$ cat src/rtl/cs_pkg.sv
package cs_pkg;

  typedef enum logic {
    STD_50HZ = 1'b0,
    STD_60HZ = 1'b1
  } std_sel_e;

  typedef struct packed {
    logic csync_n;
    logic h_act;
    logic v_act;
    logic disp_en;
    logic line_go;
    logic frame_go;
  } raster_flags_t;

  localparam raster_flags_t FLAGS_IDLE = '{csync_n: 1'b1, default: 1'b0};

endpackage

$ cat src/rtl/cs_wrap_counter.sv
module cs_wrap_counter #(
  parameter int W = 12
) (
  input  logic         clk,
  input  logic         rst_n,
  input  logic         en_i,
  input  logic [W-1:0] last_i,
  output logic [W-1:0] cnt_o,
  output logic [W-1:0] cnt_nxt_o,
  output logic         wrap_o
);

  logic [W-1:0] cnt_q;
  logic [W-1:0] cnt_d;
  logic         wrap;

  always_comb begin
    wrap  = en_i && (cnt_q >= last_i);
    cnt_d = cnt_q;
    if (en_i) begin
      cnt_d = wrap ? '0 : cnt_q + W'(1);
    end
  end

  always_ff @(posedge clk or negedge rst_n) begin
    if (!rst_n) begin
      cnt_q <= '0;
    end else if (en_i) begin
      cnt_q <= cnt_d;
    end
  end

  assign cnt_o     = cnt_q;
  assign cnt_nxt_o = cnt_d;
  assign wrap_o    = wrap;

endmodule

$ cat src/rtl/cs_timing_sel.sv
module cs_timing_sel #(
  parameter int HW             = 12,
  parameter int VW             = 9,
  parameter int HSYNC_CLKS     = 235,
  parameter int VACT_LINES     = 256,
  parameter int S50_LINE       = 3200,
  parameter int S50_BPORCH     = 200,
  parameter int S50_ACTIVE     = 2600,
  parameter int S50_LINES      = 312,
  parameter int S50_VACT_FIRST = 38,
  parameter int S60_LINE       = 3175,
  parameter int S60_BPORCH     = 235,
  parameter int S60_ACTIVE     = 2630,
  parameter int S60_LINES      = 262,
  parameter int S60_VACT_FIRST = 6
) (
  input  logic          sel_i,
  output logic [HW-1:0] h_last_o,
  output logic [HW-1:0] h_act_first_o,
  output logic [HW-1:0] h_act_stop_o,
  output logic [VW-1:0] v_last_o,
  output logic [VW-1:0] v_act_first_o,
  output logic [VW-1:0] v_act_stop_o
);

  localparam int NSTD = 2;
  localparam int LINE_T   [NSTD] = '{S50_LINE, S60_LINE};
  localparam int BP_T     [NSTD] = '{S50_BPORCH, S60_BPORCH};
  localparam int ACT_T    [NSTD] = '{S50_ACTIVE, S60_ACTIVE};
  localparam int LINES_T  [NSTD] = '{S50_LINES, S60_LINES};
  localparam int VFIRST_T [NSTD] = '{S50_VACT_FIRST, S60_VACT_FIRST};

  logic [HW-1:0] h_last_t  [NSTD];
  logic [HW-1:0] h_first_t [NSTD];
  logic [HW-1:0] h_stop_t  [NSTD];
  logic [VW-1:0] v_last_t  [NSTD];
  logic [VW-1:0] v_first_t [NSTD];
  logic [VW-1:0] v_stop_t  [NSTD];

  // One constant set per standard; windows clipped to the line or frame end.
  for (genvar m = 0; m < NSTD; m++) begin : g_std
    localparam int HFIRST = HSYNC_CLKS + BP_T[m];
    localparam int HRAW   = HFIRST + ACT_T[m];
    localparam int HSTOP  = (HRAW > LINE_T[m]) ? LINE_T[m] : HRAW;
    localparam int VRAW   = VFIRST_T[m] + VACT_LINES;
    localparam int VSTOP  = (VRAW > LINES_T[m]) ? LINES_T[m] : VRAW;

    assign h_last_t[m]  = HW'(LINE_T[m] - 1);
    assign h_first_t[m] = HW'(HFIRST);
    assign h_stop_t[m]  = HW'(HSTOP);
    assign v_last_t[m]  = VW'(LINES_T[m] - 1);
    assign v_first_t[m] = VW'(VFIRST_T[m]);
    assign v_stop_t[m]  = VW'(VSTOP);
  end

  assign h_last_o      = h_last_t[sel_i];
  assign h_act_first_o = h_first_t[sel_i];
  assign h_act_stop_o  = h_stop_t[sel_i];
  assign v_last_o      = v_last_t[sel_i];
  assign v_act_first_o = v_first_t[sel_i];
  assign v_act_stop_o  = v_stop_t[sel_i];

endmodule

$ cat src/rtl/cs_raster_decode.sv
module cs_raster_decode
  import cs_pkg::*;
#(
  parameter int HW          = 12,
  parameter int VW          = 9,
  parameter int HSYNC_CLKS  = 235,
  parameter int VSYNC_LINES = 5
) (
  input  logic          clk,
  input  logic          rst_n,
  input  logic [HW-1:0] h_nxt_i,
  input  logic [VW-1:0] v_nxt_i,
  input  logic [HW-1:0] h_act_first_i,
  input  logic [HW-1:0] h_act_stop_i,
  input  logic [VW-1:0] v_act_first_i,
  input  logic [VW-1:0] v_act_stop_i,
  output raster_flags_t flags_o
);

  localparam logic [HW-1:0] HS_END = HW'(HSYNC_CLKS);
  localparam logic [VW-1:0] VS_END = VW'(VSYNC_LINES);

  raster_flags_t flags_d;
  raster_flags_t flags_q;
  logic          hs_n;
  logic          vs_n;

  // Decode the count the counters are about to take, so flags line up with them.
  always_comb begin
    hs_n             = (h_nxt_i >= HS_END);
    vs_n             = (v_nxt_i >= VS_END);
    flags_d.csync_n  = hs_n & vs_n;
    flags_d.h_act    = (h_nxt_i >= h_act_first_i) && (h_nxt_i < h_act_stop_i);
    flags_d.v_act    = (v_nxt_i >= v_act_first_i) && (v_nxt_i < v_act_stop_i);
    flags_d.disp_en  = flags_d.h_act & flags_d.v_act;
    flags_d.line_go  = (h_nxt_i == '0);
    flags_d.frame_go = (h_nxt_i == '0) && (v_nxt_i == '0);
  end

  always_ff @(posedge clk or negedge rst_n) begin
    if (!rst_n) begin
      flags_q <= FLAGS_IDLE;
    end else begin
      flags_q <= flags_d;
    end
  end

  assign flags_o = flags_q;

endmodule

$ cat src/rtl/comp_sync_gen.sv
module comp_sync_gen
  import cs_pkg::*;
#(
  parameter int HW             = 12,
  parameter int VW             = 9,
  parameter int HSYNC_CLKS     = 235,
  parameter int VSYNC_LINES    = 5,
  parameter int VACT_LINES     = 256,
  parameter int S50_LINE       = 3200,
  parameter int S50_BPORCH     = 200,
  parameter int S50_ACTIVE     = 2600,
  parameter int S50_LINES      = 312,
  parameter int S50_VACT_FIRST = 38,
  parameter int S60_LINE       = 3175,
  parameter int S60_BPORCH     = 235,
  parameter int S60_ACTIVE     = 2630,
  parameter int S60_LINES      = 262,
  parameter int S60_VACT_FIRST = 6
) (
  input  logic          clk,
  input  logic          rst_n,
  input  logic          std_sel_i,
  output logic [HW-1:0] h_cnt_o,
  output logic [VW-1:0] v_cnt_o,
  output logic          h_active_o,
  output logic          v_active_o,
  output logic          disp_en_o,
  output logic          csync_n_o,
  output logic          line_start_o,
  output logic          frame_start_o
);

  std_sel_e      std_q;
  std_sel_e      std_d;
  logic          std_load;

  logic [HW-1:0] h_cnt, h_nxt, h_last, h_first, h_stop;
  logic [VW-1:0] v_cnt, v_nxt, v_last, v_first, v_stop;
  logic          h_wrap;
  logic          v_wrap_unused;
  raster_flags_t flags;

  // The standard is taken only on the first clock of a frame.
  always_comb begin
    std_load = (h_cnt == '0) && (v_cnt == '0);
    std_d    = std_load ? std_sel_e'(std_sel_i) : std_q;
  end

  always_ff @(posedge clk or negedge rst_n) begin
    if (!rst_n) begin
      std_q <= STD_50HZ;
    end else if (std_load) begin
      std_q <= std_d;
    end
  end

  // std_d differs from std_q only at position (0,0), where no wrap compare
  // can fire, so one table driven by std_d serves counters and decode.
  cs_timing_sel #(
    .HW(HW), .VW(VW), .HSYNC_CLKS(HSYNC_CLKS), .VACT_LINES(VACT_LINES),
    .S50_LINE(S50_LINE), .S50_BPORCH(S50_BPORCH), .S50_ACTIVE(S50_ACTIVE),
    .S50_LINES(S50_LINES), .S50_VACT_FIRST(S50_VACT_FIRST),
    .S60_LINE(S60_LINE), .S60_BPORCH(S60_BPORCH), .S60_ACTIVE(S60_ACTIVE),
    .S60_LINES(S60_LINES), .S60_VACT_FIRST(S60_VACT_FIRST)
  ) u_tsel (
    .sel_i         (std_d),
    .h_last_o      (h_last),
    .h_act_first_o (h_first),
    .h_act_stop_o  (h_stop),
    .v_last_o      (v_last),
    .v_act_first_o (v_first),
    .v_act_stop_o  (v_stop)
  );

  cs_wrap_counter #(.W(HW)) u_hcnt (
    .clk       (clk),
    .rst_n     (rst_n),
    .en_i      (1'b1),
    .last_i    (h_last),
    .cnt_o     (h_cnt),
    .cnt_nxt_o (h_nxt),
    .wrap_o    (h_wrap)
  );

  cs_wrap_counter #(.W(VW)) u_vcnt (
    .clk       (clk),
    .rst_n     (rst_n),
    .en_i      (h_wrap),
    .last_i    (v_last),
    .cnt_o     (v_cnt),
    .cnt_nxt_o (v_nxt),
    .wrap_o    (v_wrap_unused)
  );

  cs_raster_decode #(
    .HW(HW), .VW(VW), .HSYNC_CLKS(HSYNC_CLKS), .VSYNC_LINES(VSYNC_LINES)
  ) u_dec (
    .clk           (clk),
    .rst_n         (rst_n),
    .h_nxt_i       (h_nxt),
    .v_nxt_i       (v_nxt),
    .h_act_first_i (h_first),
    .h_act_stop_i  (h_stop),
    .v_act_first_i (v_first),
    .v_act_stop_i  (v_stop),
    .flags_o       (flags)
  );

  assign h_cnt_o       = h_cnt;
  assign v_cnt_o       = v_cnt;
  assign h_active_o    = flags.h_act;
  assign v_active_o    = flags.v_act;
  assign disp_en_o     = flags.disp_en;
  assign csync_n_o     = flags.csync_n;
  assign line_start_o  = flags.line_go;
  assign frame_start_o = flags.frame_go;

endmodule

$ cat config.mk
export PLATFORM = sky130hd
export DESIGN_NAME = comp_sync_gen
export DESIGN_NICKNAME = d
export VERILOG_FILES = /design/src/rtl/cs_pkg.sv /design/src/rtl/cs_wrap_counter.sv /design/src/rtl/cs_timing_sel.sv /design/src/rtl/cs_raster_decode.sv /design/src/rtl/comp_sync_gen.sv
export SDC_FILE = /design/constraint.sdc
export NUM_CORES = 1
export LEC_CHECK = 0
export BUFFER_PORTS_ARGS = -buffer_cell sky130_fd_sc_hd__buf_2
export CAP_MARGIN = 20
export CORE_MARGIN = 8
export CORE_UTILIZATION = 44
export DETAILED_ROUTE_END_ITERATION = 10
export PLACE_DENSITY = 0.74
export SLEW_MARGIN = 20
export SYNTH_ARGS = -nofsm -noshare
export SYNTH_HDL_FRONTEND = slang
export SYNTH_SLANG_ARGS = --single-unit
export TNS_END_PERCENT = 50
$ cat constraint.sdc
create_clock -name clk -period 5.2 [get_ports clk]
set_input_delay 0.78 -clock clk [delete_from_list [all_inputs] [get_ports clk]]
set_output_delay 0.78 -clock clk [all_outputs]
set_load 0.01 [all_outputs]
=== Yosys cells after proc, flatten, opt, wreduce, memory -nomap -nowiden ===
Index checks and enable logic that the tools add are counted.

* Register bits: 28
* Latch bits: 0
* RAM bits: 0
* Bits in read-only memories: 0
* Bits of input ports: 3
* Output and inout bits: 27
* Word-level logic and storage cells: 54
* Memories: 0

* $add $sub $neg: 2
* Multipliers: 0
* Div/mod/pow operators: 0
* Order comparisons: 9
* Equality and inequality tests: 0
* Shift operators: 0
* Mux-type cells: 22
* Bitwise operators: 3
* Reductions and logical operators: 9

{| class="wikitable"
|+ Operators with widths
! cell !! number
|-
| 12-bit two-way mux || 7
|-
| 9-bit two-way mux || 8
|-
| 12-bit greater-or-equal comparator || 2
|-
| 12-bit logical NOT || 2
|-
| 9-bit greater-or-equal comparator || 2
|-
| 9-bit logical NOT || 2
|-
| 6-bit two-way mux || 3
|-
| 12-bit by 1-bit adder with 12-bit output (second input constant) || 1
|-
| 12-bit by 8-bit greater-or-equal comparator with 1-bit output (second input constant) || 1
|-
| 12-bit < comparator || 1
|-
| 11-bit two-way mux || 1
|-
| 9-bit by 1-bit adder with 9-bit output (second input constant) || 1
|-
| 9-bit by 3-bit greater-or-equal comparator with 1-bit output (second input constant) || 1
|-
| 9-bit < comparator || 1
|-
| 7-bit two-way mux || 1
|-
| 1-bit logical AND || 5
|-
| 5-bit two-way mux || 1
|-
| 1-bit bitwise AND || 2
|-
| 2-bit greater-or-equal comparator (second input constant) || 1
|-
| 1-bit inverter with 2-bit output || 1
|-
| 1-bit two-way mux || 1
|}

=== Longest topological paths before layout ===
Gate-level depths: netlist (run 1).

* Word-level depth: 14
* Depth in mapped cells: 23
* Gate-level depth less buffers: 22

=== Cells and area by module ===
Synthesis (run 1) repeated with hierarchy kept, for this count alone.

* Cells, all modules: 442
* Area, all modules: 3579.7 µm²

{| class="wikitable"
|+ Modules (own cells, without submodules)
! module !! times used !! cells an instance !! area an instance (µm²) !! seq. area each (µm²)
|-
| cs_raster_decode || 1 || 154 || 1229.9 || 151.4
|-
| cs_wrap_counter at u_hcnt || 1 || 122 || 1047.3 || 300.3
|-
| cs_wrap_counter at u_vcnt || 1 || 90 || 711.9 || 225.2
|-
| cs_timing_sel || 1 || 65 || 476.7 || 0.0
|-
| comp_sync_gen || 1 || 11 || 113.9 || 25.0
|}

=== Least setup slack after synthesis (run 1) ===
OpenSTA, ideal clock, no wires.

* Kind: register -> register
* Start: reg u_hcnt.cnt_q[2] (netlist: u_hcnt.cnt_o[2])
* End: reg u_dec.flags_q, in the netlist u_dec.flags_o[2]
* Setup time: 0.124 ns
* Arrival: 4.212 ns
* Data required time: 5.076 ns
* Setup slack: 0.864 ns
* Stages on the path, launching flop included: 21
* Path buffers: 2
* Clock period less this slack: 4.336 ns
* Path through: dfrtp_1 -> buf_4 -> or4_1 -> nor4_1 -> nand4_1 -> mux2_2 -> ha_1 -> nor4_2 -> o211ai_2 -> and4_1 -> buf_6 -> nor2_1 -> inv_1 -> ha_1 -> nand2b_1 -> a311o_1 -> a41oi_1 -> nor2_1 -> o211ai_1 -> a22oi_1 -> nor3b_1

{| class="wikitable"
|+ RTL lines
! item !! line !! source
|-
| start: declaration || cs_wrap_counter.sv:13 || <nowiki>logic [W-1:0] cnt_q;</nowiki>
|-
| start signal: assignment || cs_wrap_counter.sv:29 || <nowiki>cnt_q <= cnt_d;</nowiki>
|-
| end signal: assignment || cs_raster_decode.sv:44 || <nowiki>flags_q <= flags_d;</nowiki>
|-
| end: declaration || cs_raster_decode.sv:24 || <nowiki>raster_flags_t flags_q;</nowiki>
|}

==> metrics.md, run 1 <==
| Metric | Value |
|---|---|
| Number of diodes | `0` |
| DRC viols | `0` |
| Startpoint Class | `flip-flop` |
| Final Hold Fails | `0` |
| Area grow syn2layout | `10.7%` |
| Wirelength, routed | `4990 µm` |
| Synth Warn # | `0` |
| Final Net Count | `279` |
| # rows | `25` |
| Initial antenna violation count | `0` |
| CTS root buf | `clkbuf_8` |
| Crit-path max cell delay | `0.53 ns` |
| Die Ht | `84.6 µm` |
| Arr. time, crit path | `4.81 ns` |
| Post-Place Cell Area | `2250 µm²` |
| Vias in the first global route | `1838` |
| Worst EP required | `5.37 ns` |
| Final Critical Period | `4.64 ns` |
| Die area | `7160 µm²` |
| Crit Path Class | `reg -> reg` |
| Core area | `4630 µm²` |
| Via count | `1808` |
| Post-CTS Resized | `0` |
| Final core utilization | `49.6%` |
| Worst Tran Pin Value | `0.628 ns` |
| Synth top area share | `32.6%` |
| Initial detailed-routing violation count | `91` |
| Average wire per standard cell | `16.2 µm` |
| Syn_nets | `250` |
| Synthesized area per cell | `9.17 µm²` |
| Worst-path cell chain | `or4_1 > nor4_1 > nand4_1 > mux2_2 > inv_1 > ha_1 > nor2b_1 > o211ai_2 > and4_1 > nor2_1 > inv_1 > ha_1 > nand2b_1 > a311o_1 > a41oi_1 > nor2_1 > o211ai_1 > a22oi_1 > nor3b_1` |
| Mapped Area | `2070 µm²` |
| Post-CTS Hold Buffers | `0` |
| Slew Limit Fails | `0` |
| Slowest cell on crit path | `or4_1` |
| Relative slew slack | `58.1%` |
| PD cells | `156 nW/µm²` |
| Worst setup EP type | `flip-flop` |
| Post-CTS Setup Inserts | `0` |
| Fill count | `442` |
| Routed Antenna Nets | `0` |
| RD Place Congestion | `0.908` |
| IO Count | `30` |
| Worst r2r path cells | `19` |
| PortBufs | `29` |
| CTS tree | `yes` |
| Synth cell types | `58` |
| Clk_skew | `0.00617 ns` |
| Top cell type by total area after synthesis | `dfrtp_1` |
| Total global-route track usage | `14.6%` |
| First-pass GRT wire length | `8650 µm` |
| Finished Cell Area | `2290 µm²` |
| Layout cells sized above 1 | `20.9%` |
| Top cells by area, synth | `dfrtp_1, ha_1, nor2_1, xnor2_1, nand2_1` |
| Final worst-path cycle share | `89.2%` |
| Clock Tree Buf Depth | `2` |
| P_leak | `0.00112 µW` |
| Worst reg2reg path endpoint | `u_dec.flags_o[2]` |
| Clk sinks | `28` |
| Hold Slack | `0.509 ns` |
| Reg2Reg Launch Point | `u_hcnt.cnt_o[11]` |
| Max-Cap Viols | `0` |
| Htree depth | `1` |
| Status | `completed` |
| Fmax | `216 MHz` |
| Vias/cell | `5.87` |
| Final Power | `357 µW` |
| #FFs+latches synth | `28` |
| Grt ovf | `0` |
| Largest net degree at the start of global routing | `29` |
| Reg2reg setup slack | `0.56 ns` |
| Synth Flop Type | `dfrtp_1` |
| Setup_tns | `0 ns` |
| DP Wirelength | `3820 µm` |
| RSZ-0062 raised after global routing | `no` |
| Post-synth EDFFs | `0` |
| Clock latency on the worst-skew pair | `0.28 ns` |
| Worst hold path class | `in -> async` |
| Final setup viols | `0` |
| Die Span X | `84.6 µm` |
| Pre-antenna DRT Iters | `5` |
| Register area share after synthesis | `33.9%` |
| Crit Path Max Fanout | `13` |
| Gate Count Post-Synth | `226` |
| Effective utilization at floorplan | `44.8%` |
| Max IR drop VDD | `94.4 µV` |
| CTS buffer count | `3` |
| Share of async-settable or async-resettable flops after synthesis | `100%` |
| Reg clk slew, reported paths | `0.10 ns` |
[sequential cells by signal, summed over array words and instances (netlist names)]
register,count
u_dec.flags_o,6
std_q,1
u_hcnt.cnt_o,12
u_vcnt.cnt_o,9
[logic make-up (layout without fill, tap and decap cells)]
family,Yosys count,after routing,share of synthesized area (%)
buffers and inverters,19,47,4.77
muxes,3,3,1.57
xor gates and xnor gates,11,11,4.65
AOI/OAI and AO/OA,49,49,17.2
adders and majority gates,21,21,12.7
and+or+nand+nor,95,95,25.2
DFF,28,28,33.9
[metal layers]
layer,track usage [%],part of all wire [%],routed length [µm]
met5,0,0,0
met4,6.96,2.2,111
met3,2.73,3.6,181
met2,22.9,47,2360
met1,18.7,47,2340
[cells in the final DEF (no fill, tap or decap), types with 6 or more instances in the layout]
master,instances
ha_1,21
inv_1,10
a21oi_1,9
nand2_1,16
xnor2_1,8
nand3_1,9
buf_2,29
nor2_1,24
and2_1,6
dfrtp_1,27
nor3_1,6
[worst max-delay path by stage]
stage	from	endpoint	slack, ns	cells past startpoint
after global routing	u_hcnt.cnt_o[2]	u_dec.flags_o[2]	0.27	19
after detailed placement	u_hcnt.cnt_o[11]	u_dec.flags_o[2]	0.65	19
after floorplan	u_hcnt.cnt_o[2]	u_dec.flags_o[2]	0.86	20
after CTS	u_hcnt.cnt_o[11]	u_dec.flags_o[2]	0.58	19
after global placement	u_hcnt.cnt_o[2]	u_dec.flags_o[2]	0.78	19
final	u_hcnt.cnt_o[11]	u_dec.flags_o[2]	0.56	19
[Yosys cell counts (2+ instances only)]
cell and number:
a22oi_1 2, a21o_1 2, o22ai_1 2, mux2_2 2, buf_2 3, nand2b_1 2
nor4_2 2, o211ai_1 3, nor3_1 6, a41oi_1 2, a31oi_1 2, buf_6 2
inv_1 10, nand4_1 5, nor2b_1 2, nor4_1 5, xor2_1 3, xnor2_1 8
ha_1 21, buf_4 2, nand3_1 9, o21ai_2 3, o21ai_0 5, nor2_1 24
and2_1 6, dfrtp_1 27, a21oi_1 9, nand2_1 16, o21ai_1 2, o21a_1 2
nand2_4 2, nand3b_1 2, and3_1 5, o31ai_1 4
[area by class of cell]
cell class                 count  area [µm²]  share of cell area [%]
clock buffer                   4        45.0                    1.96
inverter                      11        41.3                    1.80
multi-input combinational    179        1270                    55.4
sequential                    28         702                    30.6
tap                           54        67.6                    2.94
timing repair buffer          32         168                    7.31
[report_power, final]
group          internal [µW]  switching, µW  leakage [µW]
Combinational           6.14           11.2      0.000727
Sequential               218          0.206      0.000370
Clock                   55.0           66.8     0.0000228
[critical path: cells and delay by family, from the launching register on]
kind	cells	cell delay, ns
mux	1	0.45
fa+ha+maj	2	0.59
compound gates	5	0.95
flops	1	0.44
simple gates	9	1.83
buf+inv	2	0.25
[per-stage QoR]
| step | worst slack (ns) | instances |
|---|---|---|
| floorplan | 0.864 | 226 |
| global placement | 0.779 | 304 |
| detailed placement | 0.648 | 304 |
| CTS | 0.583 | 308 |
| global route | 0.269 | 308 |
| finish | 0.563 | 308 |
No activity file was read; power rests on OpenSTA's default activity.
==> run 2, diff against run 1 <==
Clock period 5.2 ns to 4.9 ns, I/O delays scaled along.
==> metrics.md, run 2 (same netlist as run 1, synthesis figures left out) <==
| Metric | Value |
|---|---|
| Slowest cell on crit path | `or4_1` |
| DRC viols | `0` |
| Largest net degree at the start of global routing | `29` |
| Worst Tran Pin Value | `0.627 ns` |
| First-pass GRT wire length | `8270 µm` |
| IO Count | `30` |
| Clk sinks | `28` |
| Vias in the first global route | `1702` |
| Pre-antenna DRT Iters | `4` |
| Max IR drop VDD | `86.7 µV` |
| Core area | `4630 µm²` |
| Clock Tree Buf Depth | `2` |
| Average wire per standard cell | `16.1 µm` |
| Via count | `1833` |
| Status | `completed` |
| RD Place Congestion | `0.908` |
| Worst EP required | `5.06 ns` |
| Final core utilization | `49.8%` |
| Relative slew slack | `58.2%` |
| Max reg flops | `12` |
| Worst setup EP type | `flip-flop` |
| Routed Antenna Nets | `0` |
| Total global-route track usage | `14.0%` |
| Initial detailed-routing violation count | `154` |
| Setup crit start | `u_hcnt.cnt_o[11]` |
| Die area | `7160 µm²` |
| Die Ht | `84.6 µm` |
| Area grow syn2layout | `11.3%` |
| Worst-path cell chain | `or4_1 > nor4_1 > nand4_1 > mux2_4 > inv_1 > ha_1 > nor2b_1 > o211ai_2 > and4_1 > nor2_1 > inv_1 > ha_1 > nand2b_1 > a311o_1 > a41oi_1 > nor2_1 > o211ai_1 > a22oi_1 > nor3b_1` |
| Worst hold path class | `in -> async` |
| Crit-path max cell delay | `0.52 ns` |
| Wirelength, routed | `4980 µm` |
| Max-Cap Viols | `0` |
| Post-CTS Hold Buffers | `0` |
| Final Hold Fails | `0` |
| Initial antenna violation count | `0` |
| CTS tree | `yes` |
| Final worst-path cycle share | `92.9%` |
| RSZ-0062 raised after global routing | `no` |
| Reg clk slew, reported paths | `0.10 ns` |
| PD cells | `165 nW/µm²` |
| Commonest non-fill, non-tap cell in the layout | `buf_2` |
| DP Wirelength | `3880 µm` |
| Crit Path Class | `reg -> reg` |
| # rows | `25` |
| Htree depth | `1` |
| Grt ovf | `0` |
| Final Net Count | `280` |
| P_leak | `0.00113 µW` |
| Commonest non-fill, non-tap cells in the layout | `buf_2, dfrtp_1, nor2_1` |
| PortBufs | `29` |
| Clock latency on the worst-skew pair | `0.28 ns` |
| Vias/cell | `5.93` |
| Clk_skew | `0.00890 ns` |
| Startpoint Class | `flip-flop` |
| CTS root buf | `clkbuf_8` |
| Die Span X | `84.6 µm` |
| CTS buffer count | `3` |
| Layout cells sized above 1 | `21.2%` |
| Final setup viols | `0` |
| Slew Limit Fails | `0` |
| Arr. time, crit path | `4.71 ns` |
| Number of diodes | `0` |
| Final Critical Period | `4.55 ns` |
| Reg2Reg Launch Point | `u_hcnt.cnt_o[11]` |
| Crit Path Max Fanout | `13` |
| Setup_tns | `0 ns` |
| Fmax | `220 MHz` |
| Effective utilization at floorplan | `44.8%` |
[run 2: cell count changes in the layout (fill, tap and decap cells not counted)]
| cell | previous run | this run |
|---|---|---|
| mux2_2 | 2 | 1 |
| mux2_4 | 0 | 1 |
| buf_4 | 3 | 4 |
[run 2: repair_timing]
action                     4_1_cts  5_1_grt
buffers inserted                 0        0
gates resized for setup          0        1
setup endpoints to repair        0        1
[run 2: worst paths after layout]
path / endpoint / slack, ns / cells after the start
max: u_dec.flags_o[2] / 0.35 / 19
min: u_hcnt.cnt_o[2] / 0.46 / 1
max reg2reg: u_dec.flags_o[2] / 0.35 / 19
min reg2reg: std_q / 0.53 / 1
max in group asynchronous: u_vcnt.cnt_o[4] / 4.02 / 1
min in group clk: std_q / 0.53 / 1
[run 2: critical path: cells and delay by family, from the launching register on]
kind,cells,cell delay (ns)
AND/OR/NAND/NOR,9,1.84
multiplexers,1,0.43
flip-flops,1,0.44
adder cells (fa/ha/maj),2,0.54
AO/OA/AOI/OAI,5,0.92
buffers and inverters,2,0.25
[run 2: stage by stage]
step,hold slack [ns],instances,area [µm²],setup slack (ns),power [µW]
3_5_place_dp,0.505,305,2260,0.351,255
3_3_place_gp,0.502,305,2260,0.481,254
2_1_floorplan,0.439,226,2070,0.564,246
6_report,0.460,309,2310,0.347,380
4_1_cts,0.486,309,2300,0.327,385
5_1_grt,0.507,309,2310,0.000858,398
[run 2: area by class of cell]
cell class	count	area (µm²)
flip-flops and latches	28	702
well taps	54	67.6
multi-input cells	179	1270
inverters	11	41.3
repair buffers	33	175
fillers	448	2320
clock buffers	4	45.0
[run 2: metal layers]
metal,up-vias,wire length [µm],global-route usage [%]
met4,0,91,5.02
li1,888,-,-
met5,-,0,0
met3,7,304,2.34
met2,63,2330,22.5
met1,875,2250,18.2
[run 2: power breakdown]
part / internal, µW / switching, µW / leakage, µW
clock: 58.4 / 71.8 / 0.0000228
combinational: 6.82 / 11.7 / 0.000738
sequential: 231 / 0.218 / 0.000370
total: 297 / 83.7 / 0.00113
==> run 3, diff against run 2 <==
Settings changed: CTS_BUF_LIST from default to sky130_fd_sc_hd__clkbuf_8, SKIP_LAST_GASP from default to 1.
==> metrics.md, run 3 (same netlist as run 1, synthesis figures left out) <==
| Metric | Value |
|---|---|
| Status | `completed` |
| # rows | `25` |
| Crit Path Class | `reg -> reg` |
| Fill count | `448` |
| Max IR drop VDD | `87.2 µV` |
| Area grow syn2layout | `11.3%` |
| Die area | `7160 µm²` |
| Slew Limit Fails | `0` |
| Final Hold Fails | `0` |
| Clock latency on the worst-skew pair | `0.28 ns` |
| Post-CTS Setup Inserts | `0` |
| PD cells | `164 nW/µm²` |
| Clk sinks | `28` |
| Initial detailed-routing violation count | `152` |
| Post-CTS Hold Buffers | `0` |
| RSZ-0062 raised after global routing | `no` |
| Max reg flops | `12` |
| Htree depth | `1` |
| Clock Tree Buf Depth | `2` |
| Number of diodes | `0` |
| Crit Path Max Fanout | `13` |
| Max-Cap Viols | `0` |
| Vias in the first global route | `1702` |
| Die Ht | `84.6 µm` |
| Worst slack, placed | `0.351 ns` |
| P_leak | `0.00113 µW` |
| Multi-input logic area | `1270 µm²` |
| Commonest non-fill, non-tap cell in the layout | `buf_2` |
| IO Count | `30` |
| Final setup viols | `0` |
| CTS tree | `yes` |
| Startpoint Class | `flip-flop` |
| PortBufs | `29` |
| Total global-route track usage | `14.0%` |
| Worst setup EP type | `flip-flop` |
| Slowest cell on crit path | `or4_1` |
| Final Critical Period | `4.55 ns` |
| Final worst-path cycle share | `92.9%` |
| Routed Antenna Nets | `0` |
| First-pass GRT wire length | `8270 µm` |
| Vias/cell | `5.90` |
| Effective utilization at floorplan | `44.8%` |
| Fmax | `220 MHz` |
| DRC viols | `0` |
| Pre-antenna DRT Iters | `4` |
| Reg clk slew, reported paths | `0.10 ns` |
| Arr. time, crit path | `4.71 ns` |
| Core area | `4630 µm²` |
| Final Net Count | `280` |
| Wirelength, routed | `5000 µm` |
| Layout cells sized above 1 | `21.2%` |
| Grt ovf | `0` |
| CTS buffer count | `3` |
| CP Buf/Inv Count | `2` |
| Worst Tran Pin Value | `0.628 ns` |
| Post-layout worst setup margin | `0.346 ns` |
| Worst EP required | `5.06 ns` |
| DP Wirelength | `3880 µm` |
| Worst hold path class | `in -> async` |
| Sequential cell area | `702 µm²` |
| Worst-path cell chain | `or4_1 > nor4_1 > nand4_1 > mux2_4 > inv_1 > ha_1 > nor2b_1 > o211ai_2 > and4_1 > nor2_1 > inv_1 > ha_1 > nand2b_1 > a311o_1 > a41oi_1 > nor2_1 > o211ai_1 > a22oi_1 > nor3b_1` |
| Crit-path max cell delay | `0.52 ns` |
| RD Place Congestion | `0.908` |
| Die Span X | `84.6 µm` |
| Via count | `1822` |
| Relative slew slack | `58.1%` |
| Largest net degree at the start of global routing | `29` |
| Clk_skew | `0.00951 ns` |
| CTS root buf | `clkbuf_8` |
| Commonest non-fill, non-tap cells in the layout | `buf_2, dfrtp_1, nor2_1` |
| Average wire per standard cell | `16.2 µm` |
| CP top delay family | `simple AND/OR/NAND/NOR gates` |
| Setup_tns | `0 ns` |
| Initial antenna violation count | `0` |
==> run 3: through the flow <==
stage               std cells  hold WS, ns  power (µW)  instance area, µm²  util (%)
floorplan                 226        0.439         246                2070         -
CTS                       309        0.485         383                2300      49.7
detailed placement        305        0.505         255                2260      48.8
finish                    309        0.460         379                2310      49.8
global placement          305        0.502         254                2260      48.8
global route              309        0.507         397                2310      49.8
==> run 3: path summary, 6_finish.rpt <==
| path | cells past startpoint | slack, ns | startpoint | endpoint |
|---|---|---|---|---|
| min | 1 | 0.46 | rst_n | u_hcnt.cnt_o[2] |
| max in group asynchronous | 1 | 4.02 | rst_n | u_vcnt.cnt_o[4] |
| max reg2reg | 19 | 0.35 | u_hcnt.cnt_o[11] | u_dec.flags_o[2] |
| min reg2reg | 1 | 0.53 | std_q | std_q |
| max | 19 | 0.35 | u_hcnt.cnt_o[11] | u_dec.flags_o[2] |
| min in group clk | 1 | 0.53 | std_q | std_q |
==> run 3: layer usage <==
| layer | part of all wire [%] | global-route usage (%) | routed length [µm] |
|---|---|---|---|
| met5 | 0 | 0 | 0 |
| met4 | 1.8 | 5.02 | 91 |
| met3 | 6.2 | 2.34 | 311 |
| met2 | 47 | 22.5 | 2350 |
| met1 | 45 | 18.2 | 2250 |
==> run 3: what timing repair did <==
item	in CTS	in global routing
endpoints found under the setup margin	0	1
hold endpoints to repair	0	0
gates resized for setup	0	1
==> run 3: worst reg2reg max path, cell delays in order, from the launching register on <==
cell and delay [ns]:
dfrtp_1 0.44, or4_1 0.53, nor4_1 0.18, nand4_1 0.19
mux2_4 0.43, inv_1 0.18, ha_1 0.26, nor2b_1 0.15
o211ai_2 0.11, and4_1 0.27, nor2_1 0.20, inv_1 0.07
ha_1 0.28, nand2b_1 0.14, a311o_1 0.34, a41oi_1 0.22
nor2_1 0.06, o211ai_1 0.15, a22oi_1 0.10, nor3b_1 0.15
==> run 3: layout make-up <==
| type | count | share of cell area [%] |
|---|---|---|
| Clock inverter | 1 | 0.163 |
| Clock buffer | 3 | 1.79 |
| Tap cell | 54 | 2.93 |
| Timing Repair Buffer | 33 | 7.60 |
| Sequential cell | 28 | 30.4 |
| Inverter | 11 | 1.79 |
| Multi-Input combinational cell | 179 | 55.3 |
==> run 3: power breakdown <==
group	total [µW]	leakage [µW]	switching (µW)	internal (µW)
clock	128	0.0000269	72.1	56.3
sequential	232	0.000370	0.213	231
combinational	18.6	0.000738	11.8	6.82
total	379	0.00113	84.0	294
